===== config.mk =====
export PLATFORM = sky130hd
export DESIGN_NAME = mesi_line_ctrl
export DESIGN_NICKNAME = d
export VERILOG_FILES = /design/src/rtl/mesi_pkg.sv /design/src/rtl/mesi_state_array.sv /design/src/rtl/mesi_snoop_unit.sv /design/src/rtl/mesi_cpu_unit.sv /design/src/rtl/mesi_line_ctrl.sv
export SDC_FILE = /design/constraint.sdc
export NUM_CORES = 1
export LEC_CHECK = 0
export CORE_AREA = 2 2 69 71
export CTS_CLUSTER_SIZE = 40
export DETAILED_ROUTE_END_ITERATION = 10
export DIE_AREA = 0 0 71 73
export PLACE_DENSITY = 0.79
export SYNTH_ARGS = -nofsm -noshare
export SYNTH_HDL_FRONTEND = slang
export SYNTH_SLANG_ARGS = --single-unit

===== constraint.sdc =====
create_clock -name clk -period 7.24 [get_ports clk]
set_input_delay 0.724 -clock clk [delete_from_list [all_inputs] [get_ports clk]]
set_output_delay 0.724 -clock clk [all_outputs]
set_load 0.1 [all_outputs]

===== src/rtl/mesi_pkg.sv =====
package mesi_pkg;

  typedef enum logic [1:0] {
    ST_I = 2'd0,
    ST_S = 2'd1,
    ST_E = 2'd2,
    ST_M = 2'd3
  } line_st_t;

  typedef enum logic [1:0] {
    BC_NONE = 2'd0,
    BC_RD   = 2'd1,
    BC_RDX  = 2'd2,
    BC_UPGR = 2'd3
  } bus_cmd_t;

  typedef enum logic [1:0] {
    PH_IDLE = 2'd0,
    PH_WGNT = 2'd1,
    PH_WRSP = 2'd2
  } phase_t;

endpackage


===== src/rtl/mesi_state_array.sv =====
module mesi_state_array
  import mesi_pkg::*;
#(
  parameter int NUM_LINES = 8,
  parameter int IDX_W     = 3
) (
  input  logic             clk,
  input  logic             rst,
  input  logic [IDX_W-1:0] rd_a_idx,
  output line_st_t         rd_a_st,
  input  logic [IDX_W-1:0] rd_b_idx,
  output line_st_t         rd_b_st,
  input  logic             wa_en,
  input  logic [IDX_W-1:0] wa_idx,
  input  line_st_t         wa_st,
  input  logic             wb_en,
  input  logic [IDX_W-1:0] wb_idx,
  input  line_st_t         wb_st
);

  line_st_t st_q [NUM_LINES];

  // Port b (processor side) wins when both ports write one line; its value
  // is already computed from the snoop result.
  for (genvar g = 0; g < NUM_LINES; g++) begin : g_line
    always_ff @(posedge clk) begin
      if (rst) begin
        st_q[g] <= ST_I;
      end else if (wb_en && wb_idx == IDX_W'(g)) begin
        st_q[g] <= wb_st;
      end else if (wa_en && wa_idx == IDX_W'(g)) begin
        st_q[g] <= wa_st;
      end
    end
  end

  assign rd_a_st = st_q[rd_a_idx];
  assign rd_b_st = st_q[rd_b_idx];

endmodule


===== src/rtl/mesi_snoop_unit.sv =====
module mesi_snoop_unit
  import mesi_pkg::*;
#(
  parameter int IDX_W = 3
) (
  input  logic     clk,
  input  logic     rst,
  input  logic     snp_valid,
  input  bus_cmd_t snp_cmd,
  input  line_st_t cur_st,
  input  logic     cfg_sharer_supply,
  output line_st_t nxt_st,
  output logic     st_we,
  output logic     snp_shared,
  output logic     snp_flush,
  output logic     snp_wb
);

  logic sh_d, fl_d, wb_d;

  always_comb begin
    nxt_st = cur_st;
    sh_d   = 1'b0;
    fl_d   = 1'b0;
    wb_d   = 1'b0;
    if (snp_valid) begin
      unique case (cur_st)
        ST_S: begin
          unique case (snp_cmd)
            BC_RD: begin
              sh_d = 1'b1;
              fl_d = cfg_sharer_supply;
            end
            BC_RDX: begin
              sh_d   = 1'b1;
              fl_d   = cfg_sharer_supply;
              nxt_st = ST_I;
            end
            BC_UPGR: nxt_st = ST_I;
            default: ;
          endcase
        end
        ST_E: begin
          unique case (snp_cmd)
            BC_RD: begin
              sh_d   = 1'b1;
              fl_d   = 1'b1;
              nxt_st = ST_S;
            end
            BC_RDX: begin
              sh_d   = 1'b1;
              fl_d   = 1'b1;
              nxt_st = ST_I;
            end
            default: ;
          endcase
        end
        ST_M: begin
          unique case (snp_cmd)
            BC_RD: begin
              sh_d   = 1'b1;
              fl_d   = 1'b1;
              wb_d   = 1'b1;
              nxt_st = ST_S;
            end
            BC_RDX: begin
              sh_d   = 1'b1;
              fl_d   = 1'b1;
              wb_d   = 1'b1;
              nxt_st = ST_I;
            end
            default: ;
          endcase
        end
        default: ;
      endcase
    end
  end

  assign st_we = snp_valid && (nxt_st != cur_st);

  always_ff @(posedge clk) begin
    if (rst) begin
      snp_shared <= 1'b0;
      snp_flush  <= 1'b0;
      snp_wb     <= 1'b0;
    end else begin
      snp_shared <= sh_d;
      snp_flush  <= fl_d;
      snp_wb     <= wb_d;
    end
  end

  a_r8_upgr_no_data: assert property (@(posedge clk) disable iff (rst)
    snp_valid && snp_cmd == BC_UPGR |=> !snp_flush && !snp_wb);

  a_r9_invalid_silent: assert property (@(posedge clk) disable iff (rst)
    snp_valid && cur_st == ST_I |=> !snp_shared && !snp_flush && !snp_wb);

endmodule


===== src/rtl/mesi_cpu_unit.sv =====
module mesi_cpu_unit
  import mesi_pkg::*;
#(
  parameter int IDX_W = 3
) (
  input  logic             clk,
  input  logic             rst,
  input  logic             cpu_req_valid,
  input  logic             cpu_req_write,
  input  logic [IDX_W-1:0] cpu_req_idx,
  input  line_st_t         cur_st,
  input  logic             snp_valid,
  input  bus_cmd_t         snp_cmd,
  input  logic [IDX_W-1:0] snp_idx,
  input  logic             bus_grant,
  input  logic             bus_resp_done,
  input  logic             bus_resp_shared,
  input  logic             bus_resp_peer,
  output logic             cpu_ready,
  output logic             cpu_resp_valid,
  output logic             cpu_resp_hit,
  output logic             cpu_resp_from_peer,
  output logic             bus_req_valid,
  output bus_cmd_t         bus_req_cmd,
  output logic [IDX_W-1:0] bus_req_idx,
  output logic             st_we,
  output logic [IDX_W-1:0] st_idx,
  output line_st_t         st_val
);

  phase_t ph_q;
  logic   accept, is_hit, conv;

  assign cpu_ready = (ph_q == PH_IDLE);
  assign accept    = cpu_ready && cpu_req_valid;
  assign is_hit    = cpu_req_write ? (cur_st == ST_M || cur_st == ST_E)
                                   : (cur_st != ST_I);
  // Lost the shared copy while waiting: the upgrade must fetch data.
  assign conv = (ph_q == PH_WGNT) && (bus_req_cmd == BC_UPGR) && snp_valid &&
                (snp_idx == bus_req_idx) &&
                (snp_cmd == BC_RDX || snp_cmd == BC_UPGR);

  always_comb begin
    st_we  = 1'b0;
    st_idx = cpu_req_idx;
    st_val = ST_M;
    if (accept && cpu_req_write && cur_st == ST_E) begin
      st_we = 1'b1;
    end else if (ph_q == PH_WRSP && bus_resp_done) begin
      st_we  = 1'b1;
      st_idx = bus_req_idx;
      if (bus_req_cmd == BC_RD) st_val = bus_resp_shared ? ST_S : ST_E;
    end
  end

  always_ff @(posedge clk) begin
    if (rst) begin
      ph_q               <= PH_IDLE;
      cpu_resp_valid     <= 1'b0;
      cpu_resp_hit       <= 1'b0;
      cpu_resp_from_peer <= 1'b0;
      bus_req_valid      <= 1'b0;
      bus_req_cmd        <= BC_NONE;
      bus_req_idx        <= '0;
    end else begin
      cpu_resp_valid <= 1'b0;
      unique case (ph_q)
        PH_IDLE: begin
          if (accept) begin
            if (is_hit) begin
              cpu_resp_valid     <= 1'b1;
              cpu_resp_hit       <= 1'b1;
              cpu_resp_from_peer <= 1'b0;
            end else begin
              bus_req_valid <= 1'b1;
              bus_req_idx   <= cpu_req_idx;
              if (!cpu_req_write)      bus_req_cmd <= BC_RD;
              else if (cur_st == ST_S) bus_req_cmd <= BC_UPGR;
              else                     bus_req_cmd <= BC_RDX;
              ph_q <= PH_WGNT;
            end
          end
        end
        PH_WGNT: begin
          if (conv) bus_req_cmd <= BC_RDX;
          if (bus_grant) begin
            bus_req_valid <= 1'b0;
            ph_q          <= PH_WRSP;
          end
        end
        PH_WRSP: begin
          if (bus_resp_done) begin
            cpu_resp_valid     <= 1'b1;
            cpu_resp_hit       <= 1'b0;
            cpu_resp_from_peer <= (bus_req_cmd == BC_UPGR) ? 1'b0 : bus_resp_peer;
            ph_q               <= PH_IDLE;
          end
        end
        default: ph_q <= PH_IDLE;
      endcase
    end
  end

  a_r2_wait_for_done: assert property (@(posedge clk) disable iff (rst)
    ph_q == PH_WRSP && !bus_resp_done |=> !cpu_resp_valid);

  a_r4_silent_upgrade: assert property (@(posedge clk) disable iff (rst)
    accept && cpu_req_write && cur_st == ST_E |=>
      cpu_resp_valid && cpu_resp_hit && !bus_req_valid);

  a_r11_hold_until_grant: assert property (@(posedge clk) disable iff (rst)
    bus_req_valid && !bus_grant |=> bus_req_valid && $stable(bus_req_idx) && !cpu_ready);

  a_r12_upgrade_to_rdx: assert property (@(posedge clk) disable iff (rst)
    conv |=> bus_req_cmd == BC_RDX);

endmodule


===== src/rtl/mesi_line_ctrl.sv =====
module mesi_line_ctrl
  import mesi_pkg::*;
#(
  parameter  int NUM_LINES = 8,
  localparam int IDX_W     = (NUM_LINES > 1) ? $clog2(NUM_LINES) : 1
) (
  input  logic             clk,
  input  logic             rst,
  input  logic             cfg_sharer_supply,
  input  logic             cpu_req_valid,
  input  logic             cpu_req_write,
  input  logic [IDX_W-1:0] cpu_req_idx,
  output logic             cpu_ready,
  output logic             cpu_resp_valid,
  output logic             cpu_resp_hit,
  output logic             cpu_resp_from_peer,
  output logic             bus_req_valid,
  output logic [1:0]       bus_req_cmd,
  output logic [IDX_W-1:0] bus_req_idx,
  input  logic             bus_grant,
  input  logic             bus_resp_done,
  input  logic             bus_resp_shared,
  input  logic             bus_resp_peer,
  input  logic             snp_valid,
  input  logic [1:0]       snp_cmd,
  input  logic [IDX_W-1:0] snp_idx,
  output logic             snp_shared,
  output logic             snp_flush,
  output logic             snp_wb
);

  line_st_t snp_cur, snp_nxt, cpu_raw, cpu_eff, cpu_wval;
  logic     snp_we, cpu_we;
  logic [IDX_W-1:0] cpu_widx;
  bus_cmd_t snp_cmd_t, req_cmd_t;

  assign snp_cmd_t   = bus_cmd_t'(snp_cmd);
  assign bus_req_cmd = req_cmd_t;

  mesi_state_array #(.NUM_LINES(NUM_LINES), .IDX_W(IDX_W)) u_array (
    .clk      (clk),
    .rst      (rst),
    .rd_a_idx (snp_idx),
    .rd_a_st  (snp_cur),
    .rd_b_idx (cpu_req_idx),
    .rd_b_st  (cpu_raw),
    .wa_en    (snp_we),
    .wa_idx   (snp_idx),
    .wa_st    (snp_nxt),
    .wb_en    (cpu_we),
    .wb_idx   (cpu_widx),
    .wb_st    (cpu_wval)
  );

  mesi_snoop_unit #(.IDX_W(IDX_W)) u_snoop (
    .clk               (clk),
    .rst               (rst),
    .snp_valid         (snp_valid),
    .snp_cmd           (snp_cmd_t),
    .cur_st            (snp_cur),
    .cfg_sharer_supply (cfg_sharer_supply),
    .nxt_st            (snp_nxt),
    .st_we             (snp_we),
    .snp_shared        (snp_shared),
    .snp_flush         (snp_flush),
    .snp_wb            (snp_wb)
  );

  // Same-cycle ordering: the processor sees the post-snoop state.
  assign cpu_eff = (snp_valid && snp_idx == cpu_req_idx) ? snp_nxt : cpu_raw;

  mesi_cpu_unit #(.IDX_W(IDX_W)) u_cpu (
    .clk                (clk),
    .rst                (rst),
    .cpu_req_valid      (cpu_req_valid),
    .cpu_req_write      (cpu_req_write),
    .cpu_req_idx        (cpu_req_idx),
    .cur_st             (cpu_eff),
    .snp_valid          (snp_valid),
    .snp_cmd            (snp_cmd_t),
    .snp_idx            (snp_idx),
    .bus_grant          (bus_grant),
    .bus_resp_done      (bus_resp_done),
    .bus_resp_shared    (bus_resp_shared),
    .bus_resp_peer      (bus_resp_peer),
    .cpu_ready          (cpu_ready),
    .cpu_resp_valid     (cpu_resp_valid),
    .cpu_resp_hit       (cpu_resp_hit),
    .cpu_resp_from_peer (cpu_resp_from_peer),
    .bus_req_valid      (bus_req_valid),
    .bus_req_cmd        (req_cmd_t),
    .bus_req_idx        (bus_req_idx),
    .st_we              (cpu_we),
    .st_idx             (cpu_widx),
    .st_val             (cpu_wval)
  );

  a_r7_dirty_means_supply: assert property (@(posedge clk) disable iff (rst)
    snp_wb |-> snp_flush && snp_shared);

endmodule


**Word level (Yosys, flattened, before mapping)**

Memories as Yosys holds them, arrays and structs flattened.
Index checks and enable logic that the tools add are counted.

- Register bits after elaboration: 14
- Latch bits: 0
- Memory bits (writable): 16
- ROM bits: 0
- Bits of input ports: 18
- Output and inout port bits: 13
- Memories kept: 1

Memory list:

| name | depth | width | rd ports | clocked after memory_dff | wr ports | RTL line | RTL |
|---|---|---|---|---|---|---|---|
| u_array.st_q | 8 | 2 | 2 | 0 | 8 | mesi_state_array.sv:21 | `line_st_t st_q [NUM_LINES];` |

- Add/subtract/negate cells: 0
- Multiply operators: 0
- Div/mod/pow operators: 0
- Magnitude comparators: 0
- Eq/ne operators: 36
- Shifts and indexed selects: 0
- Muxes and demuxes: 119
- Bitwise operators: 20
- Reduce and logical (&&, ||, !) cells: 46

Operator list:

| kind | count |
|---|---|
| $mux 1 | 77 |
| $mux 2 | 31 |
| $logic_and 1x1->1 | 26 |
| $eq 3x3->1 const B | 8 |
| $eq 2x2->1 const B | 8 |
| $or 1x1->1 | 16 |
| $reduce_and 4->1 | 4 |
| $eq 3x2->1 const B | 4 |
| $pmux 2 s2 | 3 |
| $eq 2x1->1 const B | 5 |
| $ne 2x2->1 const B | 5 |
| $pmux 1 s2 | 5 |
| $reduce_or 3->1 | 3 |
| $reduce_or 2->1 | 4 |
| $eq 3x1->1 const B | 2 |
| $eq 3x3->1 | 2 |
| $logic_not 3->1 | 2 |
| $mux 3 | 2 |
| $pmux 2 s3 | 1 |
| $reduce_bool 2->1 | 3 |
| $not 1->1 | 4 |
| $reduce_and 3->1 | 1 |
| $logic_not 2->1 | 1 |
| $logic_or 1x1->1 | 2 |
| 2 further kinds | 2 |

**Depth between registers and ports, before layout**

- Depth after elaboration: 16
- Gate-level depth with buffers: 9

**Cells and area by module**

A second synthesis with hierarchy kept.

- Cell total of the unflattened synthesis: 192
- Area total of the unflattened synthesis: 1949.4 um2

By module, submodules not included:

| module | times used | cells each | area each (um2) | sequential area each (um2) |
|---|---|---|---|---|
| mesi_state_array | 1 | 89 | 1067.3 | 480.5 |
| mesi_cpu_unit | 1 | 72 | 613.1 | 220.2 |
| mesi_snoop_unit | 1 | 25 | 214.0 | 60.1 |
| mesi_line_ctrl | 1 | 6 | 55.1 | 0.0 |

**Worst setup path before layout**

OpenSTA, ideal clock, no wires.

- Path kind: input to register
- Start: in snp_idx[2]
- End: mem u_array.st_q[7][0] (netlist bit) (enable)
- Library setup time: 0.299 ns
- Arrival time: 2.879 ns
- Path slack: 4.061 ns
- Stages: 8
- Cell sequence: clkbuf_2 > mux4_2 > mux2i_4 > mux2_1 > a221oi_2 > o2111ai_4 > a211oi_2 > a311o_1

RTL lines:

| what | RTL line | RTL |
|---|---|---|
| start: declaration | mesi_line_ctrl.sv:26 | `input logic [IDX_W-1:0] snp_idx,` |
| end: declaration | mesi_state_array.sv:21 |  |

==> impl_metrics.xml <==
<?xml version="1.0" encoding="UTF-8"?>
<metrics>
  <group name="run_status">
    <metric name="outcome" unit="">completed</metric>
  </group>
  <group name="pwr">
    <metric name="power-per-cell-area" unit="mW/mm²">191</metric>
    <metric name="net_sw_power" unit="mW">0.162</metric>
    <metric name="power.switching_fraction" unit="%">34.0</metric>
    <metric name="power_frac_seq" unit="%">41.4</metric>
    <metric name="design_power_total" unit="mW">0.476</metric>
    <metric name="comb_power_share" unit="%">29.4</metric>
    <metric name="max-vdd-ir-drop" unit="V">0.000131</metric>
    <metric name="share_clk_of_total_power" unit="%">29.2</metric>
    <metric name="leakagePower" unit="nW">0.895</metric>
    <metric name="cellInternalPower" unit="mW">0.314</metric>
  </group>
  <group name="floorplanning">
    <metric name="fp.coreArea" unit="mm²">0.00454</metric>
    <metric name="die_w" unit="µm">71</metric>
    <metric name="area_of_the_die" unit="mm²">0.00518</metric>
    <metric name="die-height" unit="µm">73</metric>
    <metric name="placement_rows" unit="">25</metric>
    <metric name="io-pin-count" unit="">31</metric>
    <metric name="initial_core_util" unit="%">45.8</metric>
  </group>
  <group name="final_layout">
    <metric name="layout.cell_area.non_filler" unit="mm²">0.00250</metric>
    <metric name="final_cell_mix" unit="">30 x sky130_fd_sc_hd__clkdlybuf4s50_1, 18 x sky130_fd_sc_hd__nor2_1, 16 x sky130_fd_sc_hd__edfxtp_1</metric>
    <metric name="layout_cells_excl_fill" unit="">286</metric>
    <metric name="fill_cells" unit="">408</metric>
    <metric name="most_common_library_cell_in_the_layout_ignoring_fill_and_taps" unit="">sky130_fd_sc_hd__clkdlybuf4s50_1</metric>
    <metric name="final_util" unit="%">55.1</metric>
    <metric name="area_growth_syn_to_layout" unit="%">20.2</metric>
    <metric name="num_antenna_cells" unit="">0</metric>
    <metric name="finalNetCount" unit="">252</metric>
    <metric name="drive_gt1_share" unit="%">10.8</metric>
  </group>
  <group name="route">
    <metric name="route.final.wire_length" unit="mm">4.95</metric>
    <metric name="routedWlPerCell" unit="µm">17.3</metric>
    <metric name="number_of_remaining_drc_errors" unit="">0</metric>
    <metric name="drtAntennaViolNets" unit="">0</metric>
    <metric name="post_drt_via_cell_ratio" unit="">6.04</metric>
    <metric name="vias" unit="">1728</metric>
    <metric name="initialDrtViolationCount" unit="">140</metric>
    <metric name="detailedRoute.firstPassIterationCount" unit="">5</metric>
  </group>
  <group name="timing">
    <metric name="clock_skew" unit="ns">0.00536</metric>
    <metric name="report.final.setup_viol" unit="">0</metric>
    <metric name="totalNegativeSetupSlack" unit="ns">0</metric>
    <metric name="report.final.hold_viol_count" unit="">0</metric>
    <metric name="setup_repair_after_global_routing_missed_its_margin" unit="">no</metric>
    <metric name="maxSlewHeadroom" unit="%">33.3</metric>
    <metric name="period_needed" unit="ns">4.08</metric>
    <metric name="final_max_tran_viols" unit="">0</metric>
    <metric name="fin_crit_sh" unit="%">56.4</metric>
    <metric name="tightest_slew" unit="ns">0.997</metric>
    <metric name="timing.fmax" unit="GHz">0.245</metric>
  </group>
  <group name="global_route">
    <metric name="gr-usage-met1" unit="%">27.8</metric>
    <metric name="groute.layer.met3.usage" unit="%">4.28</metric>
    <metric name="first_global_vias" unit="">1658</metric>
    <metric name="grt.overflow.total" unit="">0</metric>
    <metric name="busiest_layer" unit="">met2</metric>
    <metric name="pin_count_of_the_biggest_net_entering_global_routing" unit="">27</metric>
    <metric name="grt_util_all_layers" unit="%">20.6</metric>
    <metric name="antenna_violations_before_repair" unit="">0</metric>
    <metric name="grt_pass1_wl" unit="mm">8.25</metric>
    <metric name="use_met2" unit="%">34.2</metric>
  </group>
  <group name="yosys">
    <metric name="dominantRegCellSynth" unit="">sky130_fd_sc_hd__edfxtp_1</metric>
    <metric name="post_syn_nets" unit="">226</metric>
    <metric name="synthDistinctLibCells" unit="">48</metric>
    <metric name="synth_seq_cells" unit="">30</metric>
    <metric name="synth_area_leader_cell" unit="">sky130_fd_sc_hd__edfxtp_1</metric>
    <metric name="postSynth.asyncResetShare" unit="%">0</metric>
    <metric name="avgSynthCellArea" unit="µm²">10.1</metric>
    <metric name="synth_area" unit="mm²">0.00208</metric>
    <metric name="yosys-top-cells-area" unit="">sky130_fd_sc_hd__edfxtp_1 23%, sky130_fd_sc_hd__dfxtp_1 13%, sky130_fd_sc_hd__mux4_2 8.7%</metric>
    <metric name="synth.yosys.warnings" unit="">0</metric>
    <metric name="synth_edf_count" unit="">16</metric>
    <metric name="netlist.area_leader.share" unit="%">23.1</metric>
    <metric name="synthesis.instances" unit="">205</metric>
    <metric name="synth_seq_area_share" unit="%">36.6</metric>
  </group>
  <group name="clock_tree">
    <metric name="cts_tree" unit="">yes</metric>
    <metric name="cts_repair_resize_count" unit="">0</metric>
    <metric name="cts.hold.buffers_added" unit="">0</metric>
    <metric name="cts_max_path_bufs" unit="">2</metric>
    <metric name="clk_latency" unit="ns">0.28</metric>
    <metric name="cts_made_buffers" unit="">5</metric>
    <metric name="cts_root_buffer" unit="">sky130_fd_sc_hd__clkbuf_8</metric>
    <metric name="postCtsSetupRepairBufs" unit="">0</metric>
    <metric name="cts.htree.levels" unit="">2</metric>
    <metric name="cts.sinks" unit="">30</metric>
    <metric name="clk_pin_slew" unit="ns">0.06</metric>
  </group>
  <group name="setup_path">
    <metric name="timing.critical_path.from_type" unit="">input pin</metric>
    <metric name="critical_path_peak_fanout" unit="">13</metric>
    <metric name="worst_ep_arrival_time" unit="ns">4.08</metric>
    <metric name="cp_data_required_time" unit="ns">7.23</metric>
    <metric name="crit_path_end_kind" unit="">flip-flop</metric>
    <metric name="worst-setup-path-type" unit="">in2reg</metric>
  </group>
  <group name="place">
    <metric name="post-place-cells" unit="">278</metric>
    <metric name="gpl.final_weighted_congestion" unit="">0.882</metric>
    <metric name="dp_hpwl" unit="mm">3.78</metric>
    <metric name="port_buffers" unit="">30</metric>
    <metric name="placed_area" unit="mm²">0.00241</metric>
  </group>
  <group name="job">
    <metric name="maxCapViolations" unit="">0</metric>
  </group>
  <group name="worst_hold_path">
    <metric name="hold_class" unit="">reg2reg</metric>
  </group>
</metrics>
-- cells in the mapped netlist, types with 6 or more instances --
cell	instances
sky130_fd_sc_hd__a21oi_1	7
sky130_fd_sc_hd__mux4_2	8
sky130_fd_sc_hd__nand2_1	14
sky130_fd_sc_hd__mux2i_1	15
sky130_fd_sc_hd__inv_1	11
sky130_fd_sc_hd__a21boi_1	8
sky130_fd_sc_hd__clkbuf_1	6
sky130_fd_sc_hd__dfxtp_1	14
sky130_fd_sc_hd__and3_1	7
sky130_fd_sc_hd__edfxtp_1	16
sky130_fd_sc_hd__xnor2_1	6
sky130_fd_sc_hd__nor2_1	18
sky130_fd_sc_hd__a211o_1	6
-- layer usage --
layer	up-vias	wire length, µm	part of all wire, %
li1	826	-	-
met1	842	2160	44
met2	54	2420	49
met3	6	303	6.1
met4	0	63	1.3
met5	-	0	0
-- worst max-delay path, stage by stage --
cell and delay, ns:
sky130_fd_sc_hd__clkdlybuf4s50_1 0.86, sky130_fd_sc_hd__mux4_2 0.62, sky130_fd_sc_hd__mux2i_4 0.30, sky130_fd_sc_hd__mux2_1 0.37, sky130_fd_sc_hd__a221oi_2 0.34, sky130_fd_sc_hd__o2111ai_4 0.28, sky130_fd_sc_hd__a211oi_2 0.38, sky130_fd_sc_hd__a311o_1 0.20
-- cells by family (layout without fill, tap and decap cells) --
group,after synthesis,after routing,synth area share [%]
xor+xnor,6,6,2.53
flops,30,30,36.6
fa+ha+maj,3,3,1.81
simple gates,74,74,19.6
compound gates,44,44,17.2
mux,26,26,18.1
buf+inv,22,49,4.22
-- final timing paths --
check                                    from                              end  slack [ns]  cells after the start
min reg2reg   u_cpu.cpu_resp_hit$_SDFFE_PP0P_  u_cpu.cpu_resp_hit$_SDFFE_PP0P_        0.46                      2
min           u_cpu.cpu_resp_hit$_SDFFE_PP0P_  u_cpu.cpu_resp_hit$_SDFFE_PP0P_        0.46                      2
max                                snp_idx[1]     u_array.st_q[7][1]$_DFFE_PP_        3.16                      8
max reg2reg  u_array.st_q[4][1]$_SDFFCE_PN0P_     u_array.st_q[7][1]$_DFFE_PP_        4.12                      7
-- flip-flops by register name (all words and copies together) (netlist names) --
register                  flops
u_cpu.ph_q                    2
u_cpu.cpu_resp_from_peer      1
u_cpu.cpu_resp_valid          1
u_array.st_q                 16
u_snoop.snp_flush             1
u_snoop.snp_shared            1
u_cpu.bus_req_valid           1
u_snoop.snp_wb                1
u_cpu.bus_req_idx             3
u_cpu.bus_req_cmd             2
u_cpu.cpu_resp_hit            1
-- cell type report --
class                           instances  area [µm²]  area share (%)
Clock inverter                          1        5.00           0.200
Sequential cell                        30         761            30.5
Tap cell                               54        67.6            2.71
Timing Repair Buffer                   30         300            12.0
Clock buffer                            7        86.3            3.46
Inverter                               11        41.3            1.65
Multi-Input combinational cell        153        1240            49.5
-- stage by stage --
stage	setup WS [ns]	hold WS [ns]
global placement	2.98	0.447
finish	3.16	0.462
detailed placement	2.88	0.455
floorplan	4.06	0.578
global route	2.95	0.506
CTS	3.15	0.461
-- power by group through the flow --
stage / logic [mW] / registers (mW) / clock network, mW
floorplan: 0.0699 / 0.233 / 0
global placement: 0.138 / 0.200 / 0
detailed placement: 0.139 / 0.201 / 0
CTS: 0.140 / 0.197 / 0.140
global route: 0.149 / 0.198 / 0.147
finish: 0.140 / 0.197 / 0.139
Power figures use the tool's default switching activity.
